### src/rtl/cfg_keyport_pkg.sv
package cfg_keyport_pkg;
  localparam logic [15:0] IDX_PORT  = 16'h002E;
  localparam logic [15:0] DATA_PORT = 16'h002F;
  localparam int unsigned KEY_LEN   = 4;

  localparam logic [7:0] RI_EXIT    = 8'h02;
  localparam logic [7:0] EXIT_VALUE = 8'h02;
  localparam logic [7:0] RI_LDN     = 8'h07;
  localparam logic [7:0] RI_ID_HI   = 8'h20;
  localparam logic [7:0] RI_ID_LO   = 8'h21;
  localparam logic [7:0] RI_REV     = 8'h22;
  localparam logic [7:0] RI_ACT     = 8'h30;
  localparam logic [7:0] RI_BASE_HI = 8'h60;
  localparam logic [7:0] RI_BASE_LO = 8'h61;

  function automatic logic [7:0] key_at(input int unsigned pos);
    case (pos)
      0:       key_at = 8'h87;
      1:       key_at = 8'h01;
      default: key_at = 8'h55;
    endcase
  endfunction
endpackage

### src/rtl/cfg_key_matcher.sv
module cfg_key_matcher
  import cfg_keyport_pkg::*;
(
  input  logic       clk,
  input  logic       rst_n,
  input  logic       byte_vld,
  input  logic [7:0] byte_in,
  output logic       key_done
);
  localparam int ST_W = $clog2(KEY_LEN);
  localparam logic [ST_W-1:0] ST_LAST = ST_W'(KEY_LEN - 1);

  logic [ST_W-1:0] st_q;
  logic            match;

  assign match    = byte_in == key_at(int'(st_q));
  assign key_done = byte_vld && match && (st_q == ST_LAST);

  always_ff @(posedge clk) begin
    if (!rst_n)
      st_q <= '0;
    else if (byte_vld) begin
      if (!match || st_q == ST_LAST)
        st_q <= '0;
      else
        st_q <= st_q + 1'b1;
    end
  end


  key_restart_chk: assert property (@(posedge clk) disable iff (!rst_n)
    (byte_vld && !match) |=> (st_q == '0));

  key_idle_hold_chk: assert property (@(posedge clk) disable iff (!rst_n)
    !byte_vld |=> $stable(st_q));
endmodule

### src/rtl/cfg_dev_regs.sv
module cfg_dev_regs
  import cfg_keyport_pkg::*;
#(
  parameter int NUM_DEV = 4
) (
  input  logic                 clk,
  input  logic                 rst_n,
  input  logic                 wr_en,
  input  logic [7:0]           ldn,
  input  logic [7:0]           reg_idx,
  input  logic [7:0]           wdata,
  output logic [NUM_DEV-1:0]   dev_enable,
  output logic [NUM_DEV*16-1:0] dev_base,
  output logic                 sel_valid,
  output logic                 sel_en,
  output logic [15:0]          sel_base
);
  for (genvar g = 0; g < NUM_DEV; g++) begin : g_dev
    logic        hit;
    logic        en_q;
    logic [15:0] base_q;

    assign hit = wr_en && (ldn == 8'(g));

    always_ff @(posedge clk) begin
      if (!rst_n) begin
        en_q   <= 1'b0;
        base_q <= '0;
      end else if (hit) begin
        if (reg_idx == RI_ACT)     en_q         <= wdata[0];
        if (reg_idx == RI_BASE_HI) base_q[15:8] <= wdata;
        if (reg_idx == RI_BASE_LO) base_q[7:0]  <= wdata;
      end
    end

    assign dev_enable[g]        = en_q;
    assign dev_base[g*16 +: 16] = base_q;
  end

  always_comb begin
    sel_valid = 1'b0;
    sel_en    = 1'b0;
    sel_base  = '0;
    for (int d = 0; d < NUM_DEV; d++) begin
      if (ldn == 8'(d)) begin
        sel_valid = 1'b1;
        sel_en    = dev_enable[d];
        sel_base  = dev_base[d*16 +: 16];
      end
    end
  end


  act_hold_chk: assert property (@(posedge clk) disable iff (!rst_n)
    !$past(wr_en) |-> $stable(dev_enable));

  no_sel_hold_chk: assert property (@(posedge clk) disable iff (!rst_n)
    $past(ldn >= 8'(NUM_DEV)) |-> ($stable(dev_enable) && $stable(dev_base)));
endmodule

### src/rtl/cfg_keyport.sv
module cfg_keyport
  import cfg_keyport_pkg::*;
#(
  parameter int          NUM_DEV  = 4,
  parameter logic [15:0] CHIP_ID  = 16'h5A17,
  parameter logic [3:0]  CHIP_REV = 4'h6
) (
  input  logic                  clk,
  input  logic                  rst_n,
  input  logic [15:0]           io_addr,
  input  logic                  io_wr,
  input  logic                  io_rd,
  input  logic [7:0]            io_wdata,
  output logic [7:0]            io_rdata,
  output logic                  cfg_unlocked,
  output logic [7:0]            cfg_ldn,
  output logic [NUM_DEV-1:0]    dev_enable,
  output logic [NUM_DEV*16-1:0] dev_base
);
  logic       open_q;
  logic [7:0] idx_q;
  logic [7:0] ldn_q;
  logic       wr_idx, wr_dat, key_done, exit_wr;
  logic       sel_valid, sel_en;
  logic [15:0] sel_base;
  logic [7:0] rd_val;

  assign wr_idx  = io_wr && (io_addr == IDX_PORT);
  assign wr_dat  = io_wr && (io_addr == DATA_PORT);
  assign exit_wr = wr_dat && open_q && (idx_q == RI_EXIT) && (io_wdata == EXIT_VALUE);

  cfg_key_matcher u_key (
    .clk      (clk),
    .rst_n    (rst_n),
    .byte_vld (wr_idx && !open_q),
    .byte_in  (io_wdata),
    .key_done (key_done)
  );

  always_ff @(posedge clk) begin
    if (!rst_n) begin
      open_q <= 1'b0;
      idx_q  <= '0;
      ldn_q  <= '0;
    end else begin
      if (key_done)     open_q <= 1'b1;
      else if (exit_wr) open_q <= 1'b0;
      if (wr_idx && open_q) idx_q <= io_wdata;
      if (wr_dat && open_q && idx_q == RI_LDN) ldn_q <= io_wdata;
    end
  end

  cfg_dev_regs #(.NUM_DEV(NUM_DEV)) u_regs (
    .clk        (clk),
    .rst_n      (rst_n),
    .wr_en      (wr_dat && open_q),
    .ldn        (ldn_q),
    .reg_idx    (idx_q),
    .wdata      (io_wdata),
    .dev_enable (dev_enable),
    .dev_base   (dev_base),
    .sel_valid  (sel_valid),
    .sel_en     (sel_en),
    .sel_base   (sel_base)
  );

  always_comb begin
    rd_val = 8'hFF;
    if (open_q) begin
      if (io_addr == IDX_PORT)
        rd_val = idx_q;
      else if (io_addr == DATA_PORT) begin
        case (idx_q)
          RI_LDN:     rd_val = ldn_q;
          RI_ID_HI:   rd_val = CHIP_ID[15:8];
          RI_ID_LO:   rd_val = CHIP_ID[7:0];
          RI_REV:     rd_val = {4'h0, CHIP_REV};
          RI_ACT:     rd_val = sel_valid ? {7'b0, sel_en} : 8'hFF;
          RI_BASE_HI: rd_val = sel_valid ? sel_base[15:8] : 8'hFF;
          RI_BASE_LO: rd_val = sel_valid ? sel_base[7:0] : 8'hFF;
          default:    rd_val = 8'hFF;
        endcase
      end
    end
  end

  assign io_rdata     = io_rd ? rd_val : 8'hFF;
  assign cfg_unlocked = open_q;
  assign cfg_ldn      = ldn_q;


  unlock_cause_chk: assert property (@(posedge clk) disable iff (!rst_n)
    $rose(open_q) |-> $past(io_wr && io_addr == IDX_PORT && io_wdata == 8'h55));

  lock_cause_chk: assert property (@(posedge clk) disable iff (!rst_n)
    $fell(open_q) |-> $past(io_wr && io_addr == DATA_PORT && io_wdata == EXIT_VALUE));

  locked_ldn_chk: assert property (@(posedge clk) disable iff (!rst_n)
    $past(!open_q) |-> ($stable(ldn_q) && $stable(idx_q)));

  locked_read_chk: assert property (@(posedge clk) disable iff (!rst_n)
    (!open_q && (io_addr == IDX_PORT || io_addr == DATA_PORT)) |-> (io_rdata == 8'hFF));
endmodule

### config.mk
export PLATFORM = sky130hd
export DESIGN_NAME = cfg_keyport
export DESIGN_NICKNAME = d
export VERILOG_FILES = /design/src/rtl/cfg_keyport_pkg.sv /design/src/rtl/cfg_key_matcher.sv /design/src/rtl/cfg_dev_regs.sv /design/src/rtl/cfg_keyport.sv
export SDC_FILE = /design/constraint.sdc
export NUM_CORES = 1
export LEC_CHECK = 0
export BUFFER_PORTS_ARGS = -buffer_cell sky130_fd_sc_hd__buf_4
export CAP_MARGIN = 20
export CORE_MARGIN = 3
export CORE_UTILIZATION = 52
export DETAILED_ROUTE_END_ITERATION = 7
export HOLD_SLACK_MARGIN = 0.02
export PLACE_DENSITY = 0.77
export SLEW_MARGIN = 10
export SYNTH_ARGS = -nofsm -noshare
export SYNTH_HDL_FRONTEND = slang
export SYNTH_SLANG_ARGS = --single-unit
### constraint.sdc
create_clock -name clk -period 3.1 [get_ports clk]
set_input_delay 0.62 -clock clk [delete_from_list [all_inputs] [get_ports clk]]
set_output_delay 0.62 -clock clk [all_outputs]
set_load 0.005 [all_outputs]
## Word level (Yosys, flattened, before mapping)

Index checks and enable logic that the tools add are counted.

- Logic and storage cells: 90
- Register bits: 87
- Output and inout bits: 85

- Muxes and demuxes: 24
- Add/subtract/negate cells: 1
- Eq/ne operators: 17
- Reductions and logical operators: 32

Operators with widths:

| operator | count |
|---|---|
| $mux W16 | 4 |
| $mux W8 | 7 |
| $pmux W8 S7 | 1 |
| $eq A16 B6 Y1 const B | 2 |
| $eq A8 B2 Y1 const B | 4 |
| $eq A8 B6 Y1 const B | 4 |
| $reduce_and A2 Y1 | 12 |
| $eq A8 B7 Y1 const B | 2 |
| $pmux W8 S2 | 1 |
| $logic_and A1 B1 Y1 | 14 |
| $mux W1 | 10 |
| $eq A8 B1 Y1 const B | 1 |
| $eq A8 B3 Y1 const B | 1 |
| $eq A8 B8 Y1 | 1 |
| $logic_not A8 Y1 | 1 |
| $add A2 B1 Y2 const B | 1 |
| $eq A2 B1 Y1 const B | 1 |
| $eq A2 B2 Y1 const B | 1 |
| $logic_not A1 Y1 | 2 |
| $logic_not A2 Y1 | 1 |
| $mux W2 | 1 |
| $reduce_bool A2 Y1 | 1 |
| $logic_or A1 B1 Y1 | 1 |

## Logic depth before layout (Yosys ltp)

- Word-level depth: 11
- Mapped depth: 7
- Mapped depth without buffers: 7

## By module

A second synthesis with hierarchy kept.

- Cell total of the unflattened synthesis: 474
- Area total of the unflattened synthesis: 4,735.8 sq um

By module, submodules not included:

| module | cells each | area an instance (sq um) | instances | seq. area each (sq um) |
|---|---|---|---|---|
| cfg_dev_regs | 295 | 3,190.6 | 1 | 1,361.3 |
| cfg_keyport | 156 | 1,328.8 | 1 | 340.3 |
| cfg_key_matcher | 23 | 216.5 | 1 | 40.0 |

## Worst setup path before layout

No wires, ideal clock.

- Path type: input -> output
- Start point: input port io_addr[13]
- End point: output port io_rdata[3]
- Data arrival time: 2,174 ps
- Path buffers: 0
- Setup slack: 306 ps
- Stages: 5
- Data required time: 2,480 ps
- Cell sequence: or4_1 > nor4_1 > nand4_1 > a211oi_2 > a41oi_1

- Cells in the longest elaborated chain, start to end: 5

RTL lines:

| item | RTL line | RTL |
|---|---|---|
| start, declared | cfg_keyport.sv:10 | `input logic [15:0] io_addr,` |
| $eq A16 B6 Y1 | cfg_keyport.sv:72 | `else if (io_addr == DATA_PORT) begin` |
| $mux W8 | cfg_keyport.sv:72 |  |
| $mux W8 (*) | cfg_keyport.sv:70 | `if (io_addr == IDX_PORT)` |
| $mux W8 (*) | cfg_keyport.sv:69 | `if (open_q) begin` |
| $mux W8 (*) | cfg_keyport.sv:87 | `assign io_rdata = io_rd ? rd_val : 8'hFF;` |
| end, declared | cfg_keyport.sv:14 | `output logic [7:0] io_rdata,` |

Mark *: on every way between the ends. The rest lies on a longest branch, timed or not.

## Worst setup path after layout

- Start point: input port io_addr[4]
- End point: output port io_rdata[7]

The elaborated chain is that of the path after synthesis.

==> flow_metrics.py <==
metrics = {
    "run_status": {
        "outcome": "finished, violations left",
        "violations": "setup timing",
    },
    "pwr": {
        "pwr-share-comb_pct": 4.9,
        "p_clk_share_pct": 41.7,
        "power.leakage_nw": 2.90,
        "irDropWorstVdd_mv": 0.212,
        "power.density_nw_per_um2": 328,
        "switchingPower_mw": 0.522,
        "seqPwrFrac_pct": 53.4,
        "swShare_pct": 24.9,
        "finalPower_mw": 2.09,
        "p_int_mw": 1.57,
    },
    "clock_tree": {
        "cts_buffers": 9,
        "cts_root_buf": "clkbuf_8",
        "cts_tree": "yes",
        "insertion_delay_ns": 0.37,
        "cts.path.max_buffers": 2,
        "cts_sinks": 87,
        "path_clk_slew_ns": 0.09,
        "htree_levels": 3,
    },
    "critical_path": {
        "cp_slowest_stage_delay_ns": 0.53,
        "crit_chain": "buf_6 > or4_4 > nor4_4 > buf_4 > nand4_1 > a221oi_4 > a41oi_2 > buf_4",
        "worstSetupPathType": "primary input to primary output",
        "crit_top_cell": "buf_4",
        "r2r-start": "idx_q[6]",
        "cp.arrival_ns": 2.63,
        "cpMaxStageDelayCell": "or4_4",
        "r2r_setup_slack_ns": 0.58,
        "crit_start": "io_addr[4]",
        "critPathBufInv": 3,
        "cp_num_cells": 8,
        "cp.required_ns": 2.48,
        "worst_r2r_endpoint": "u_regs.g_dev[2].base_q[11]",
        "worstSetupEndpoint": "io_rdata[7]",
        "startpoint_type": "primary input",
        "crit_path_max_fanout": 4,
        "crit_family": "simple AND/OR/NAND/NOR gates",
        "endpoint_kind": "primary output",
        "worstRegToRegCells": 7,
    },
    "floorplanning": {
        "num_rows": 35,
        "initial_core_util_pct": 53.7,
        "io_pins": 113,
        "coreArea_sq_um": 9240,
        "die_x_um": 104,
        "die_h_um": 104,
        "dieArea_sq_um": 10700,
    },
    "sta": {
        "setup_ws_ns": -0.154,
        "slew_viol_final": 0,
        "period_share_pct": 105,
        "maxSlewHeadroom_pct": 53.8,
        "rsz0062_at_grt": "true",
        "whs_ns": 0.526,
        "tightest_slew_ns": 0.693,
        "finalHoldViolations": 0,
        "fin_skew_ns": 0.0150,
        "finalSetupViolations": 8,
        "fmax_ghz": 0.307,
        "post-route-min-period_ns": 3.25,
    },
    "global_route": {
        "grt_max_degree": 88,
        "grt_antenna_before_repair": 0,
        "grt_pass1_vias": 4686,
        "grt_pass1_wl_um": 25600,
        "grt-ovfl-total": 0,
        "gr-usage-all-layers_pct": 30.0,
    },
    "yosys": {
        "synth_top_area_share_pct": 35.1,
        "ys_seq_area_share_pct": 35.1,
        "synth_area_sq_um": 4960,
        "synth_area_per_cell_sq_um": 9.24,
        "synthFlopType": "dfxtp_1",
        "synth_top_area_cell": "dfxtp_1",
        "synth_edf_count": 0,
        "async_reset_ff_share_pct": 0,
        "synth_seq_cells": 87,
        "syn_inst": 537,
        "yosysWarnings": 0,
        "syn_nets": 570,
        "ys_top_cells_by_count": "87 x dfxtp_1, 67 x mux2i_1, 66 x nor2b_1",
        "synthTopCellsByArea": "dfxtp_1 35%, mux2i_1 14%, nor2b_1 8.3%",
        "synth_cell_types": 62,
        "yosysMostFrequentCell": "dfxtp_1",
    },
    "detailed_routing": {
        "drc": 0,
        "drt-total-wl_um": 16600,
        "vias_per_cell": 5.99,
        "num_vias": 4706,
        "firstDrtPassIters": 5,
        "drtIter0Drc": 312,
        "routedWlPerCell_um": 21.1,
        "ant_nets": 0,
    },
    "run": {
        "drv_cap": 0,
    },
    "worst_hold_path": {
        "holdCritStartpoint": "cfg_ldn[6]",
        "hold_class": "flop to flop",
    },
    "placement": {
        "place_hpwl_um": 11800,
        "numPortBuffers": 112,
        "gp_congestion": 0.930,
    },
    "layout": {
        "nets": 684,
        "diodes": 0,
        "layout-drive-gt1-share_pct": 32.8,
        "nFillCells": 748,
        "syn2layout_area_growth_pct": 28.7,
    },
}
[metal layers]
metal | global-route usage [%] | up-vias | wire length (um)
met2 | 50.4 | 217 | 7960
met3 | 7.29 | 46 | 1170
met4 | 11.4 | 0 | 485
li1 | - | 2166 | -
met1 | 37.4 | 2277 | 6990
met5 | 0 | - | 0
[final cells by class]
type / count / area [sq um] / area share (%)
multi-input cells: 399 / 3090 / 48.5
clock buffers: 10 / 138 / 2.16
well taps: 129 / 161 / 2.53
clock inverters: 6 / 75.1 / 1.18
repair buffers: 148 / 1140 / 17.9
inverters: 6 / 22.5 / 0.353
flip-flops and latches: 87 / 1750 / 27.4
[logic make-up (layout without fill, tap and decap cells)]
kind of cell,Yosys count,after routing,share of synthesized area (%)
AND/OR/NAND/NOR,223,223,28.3
AO/OA/AOI/OAI,91,91,12.9
flip-flops,87,87,35.1
multiplexers,77,77,17.1
buffers and inverters,51,170,4.67
adder cells (fa/ha/maj),5,5,1.26
XOR/XNOR,3,3,0.530
[power groups by stage]
stage / clock, mW / sequential, mW / combinational [mW]
final: 0.872 / 1.12 / 0.103
after global routing: 0.927 / 1.12 / 0.109
after CTS: 0.873 / 1.12 / 0.0981
after detailed placement: 0 / 1.14 / 0.0976
after global placement: 0 / 1.14 / 0.0960
after floorplan: 0 / 1.14 / 0.0470
[cell usage in the layout (no fill, tap or decap), types with 8 or more instances in the layout]
| master | instances |
|---|---|
| a21boi_0 | 23 |
| and3_1 | 8 |
| buf_4 | 144 |
| clkbuf_8 | 10 |
| dfxtp_1 | 80 |
| mux2i_1 | 66 |
| nand2_1 | 50 |
| nor2_1 | 20 |
| nor2b_1 | 66 |
| nor4_1 | 8 |
| o21ai_0 | 22 |
[per-stage QoR]
step | instances | worst slack (ns) | cell area (sq um) | util, % | setup TNS [ns]
after global routing | 785 | -0.210 | 6380 | 69.1 | -1.21
final | 785 | -0.154 | 6380 | 69.1 | -0.664
after detailed placement | 764 | -0.109 | 6010 | 65.1 | -0.401
after global placement | 764 | -0.160 | 6010 | 65.1 | -0.752
after floorplan | 537 | 0.306 | 4960 | - | 0
after CTS | 783 | -0.0881 | 6290 | 68.1 | -0.236
[what timing repair did]
item,CTS,global route
endpoints found under the setup margin,8,8
pin swaps,9,11
resized for setup,13,16
setup buffers,3,2
hold buffers,0,0
[tightest hold or removal path: stages, from the launching register on]
cell	delay, ns
dfxtp_1	0.35
nand2_1	0.06
a21boi_0	0.06
[flip-flops by register name, indices dropped and copies added, names as in the netlist]
register	flops
u_regs.g_dev.base_q	64
u_regs.g_dev.en_q	4
cfg_ldn	8
cfg_unlocked	1
idx_q	8
u_key.st_q	2
[worst min path at each step]
stage	to	slack, ns	depth (start not counted)
after floorplan	u_regs.g_dev[1].en_q	0.47	2
after global placement	u_key.st_q[1]	0.49	2
after detailed placement	cfg_ldn[6]	0.51	2
after CTS	u_key.st_q[1]	0.53	2
after global routing	cfg_ldn[3]	0.57	2
final	cfg_ldn[6]	0.53	2
No activity file was read; power rests on OpenSTA's default activity.
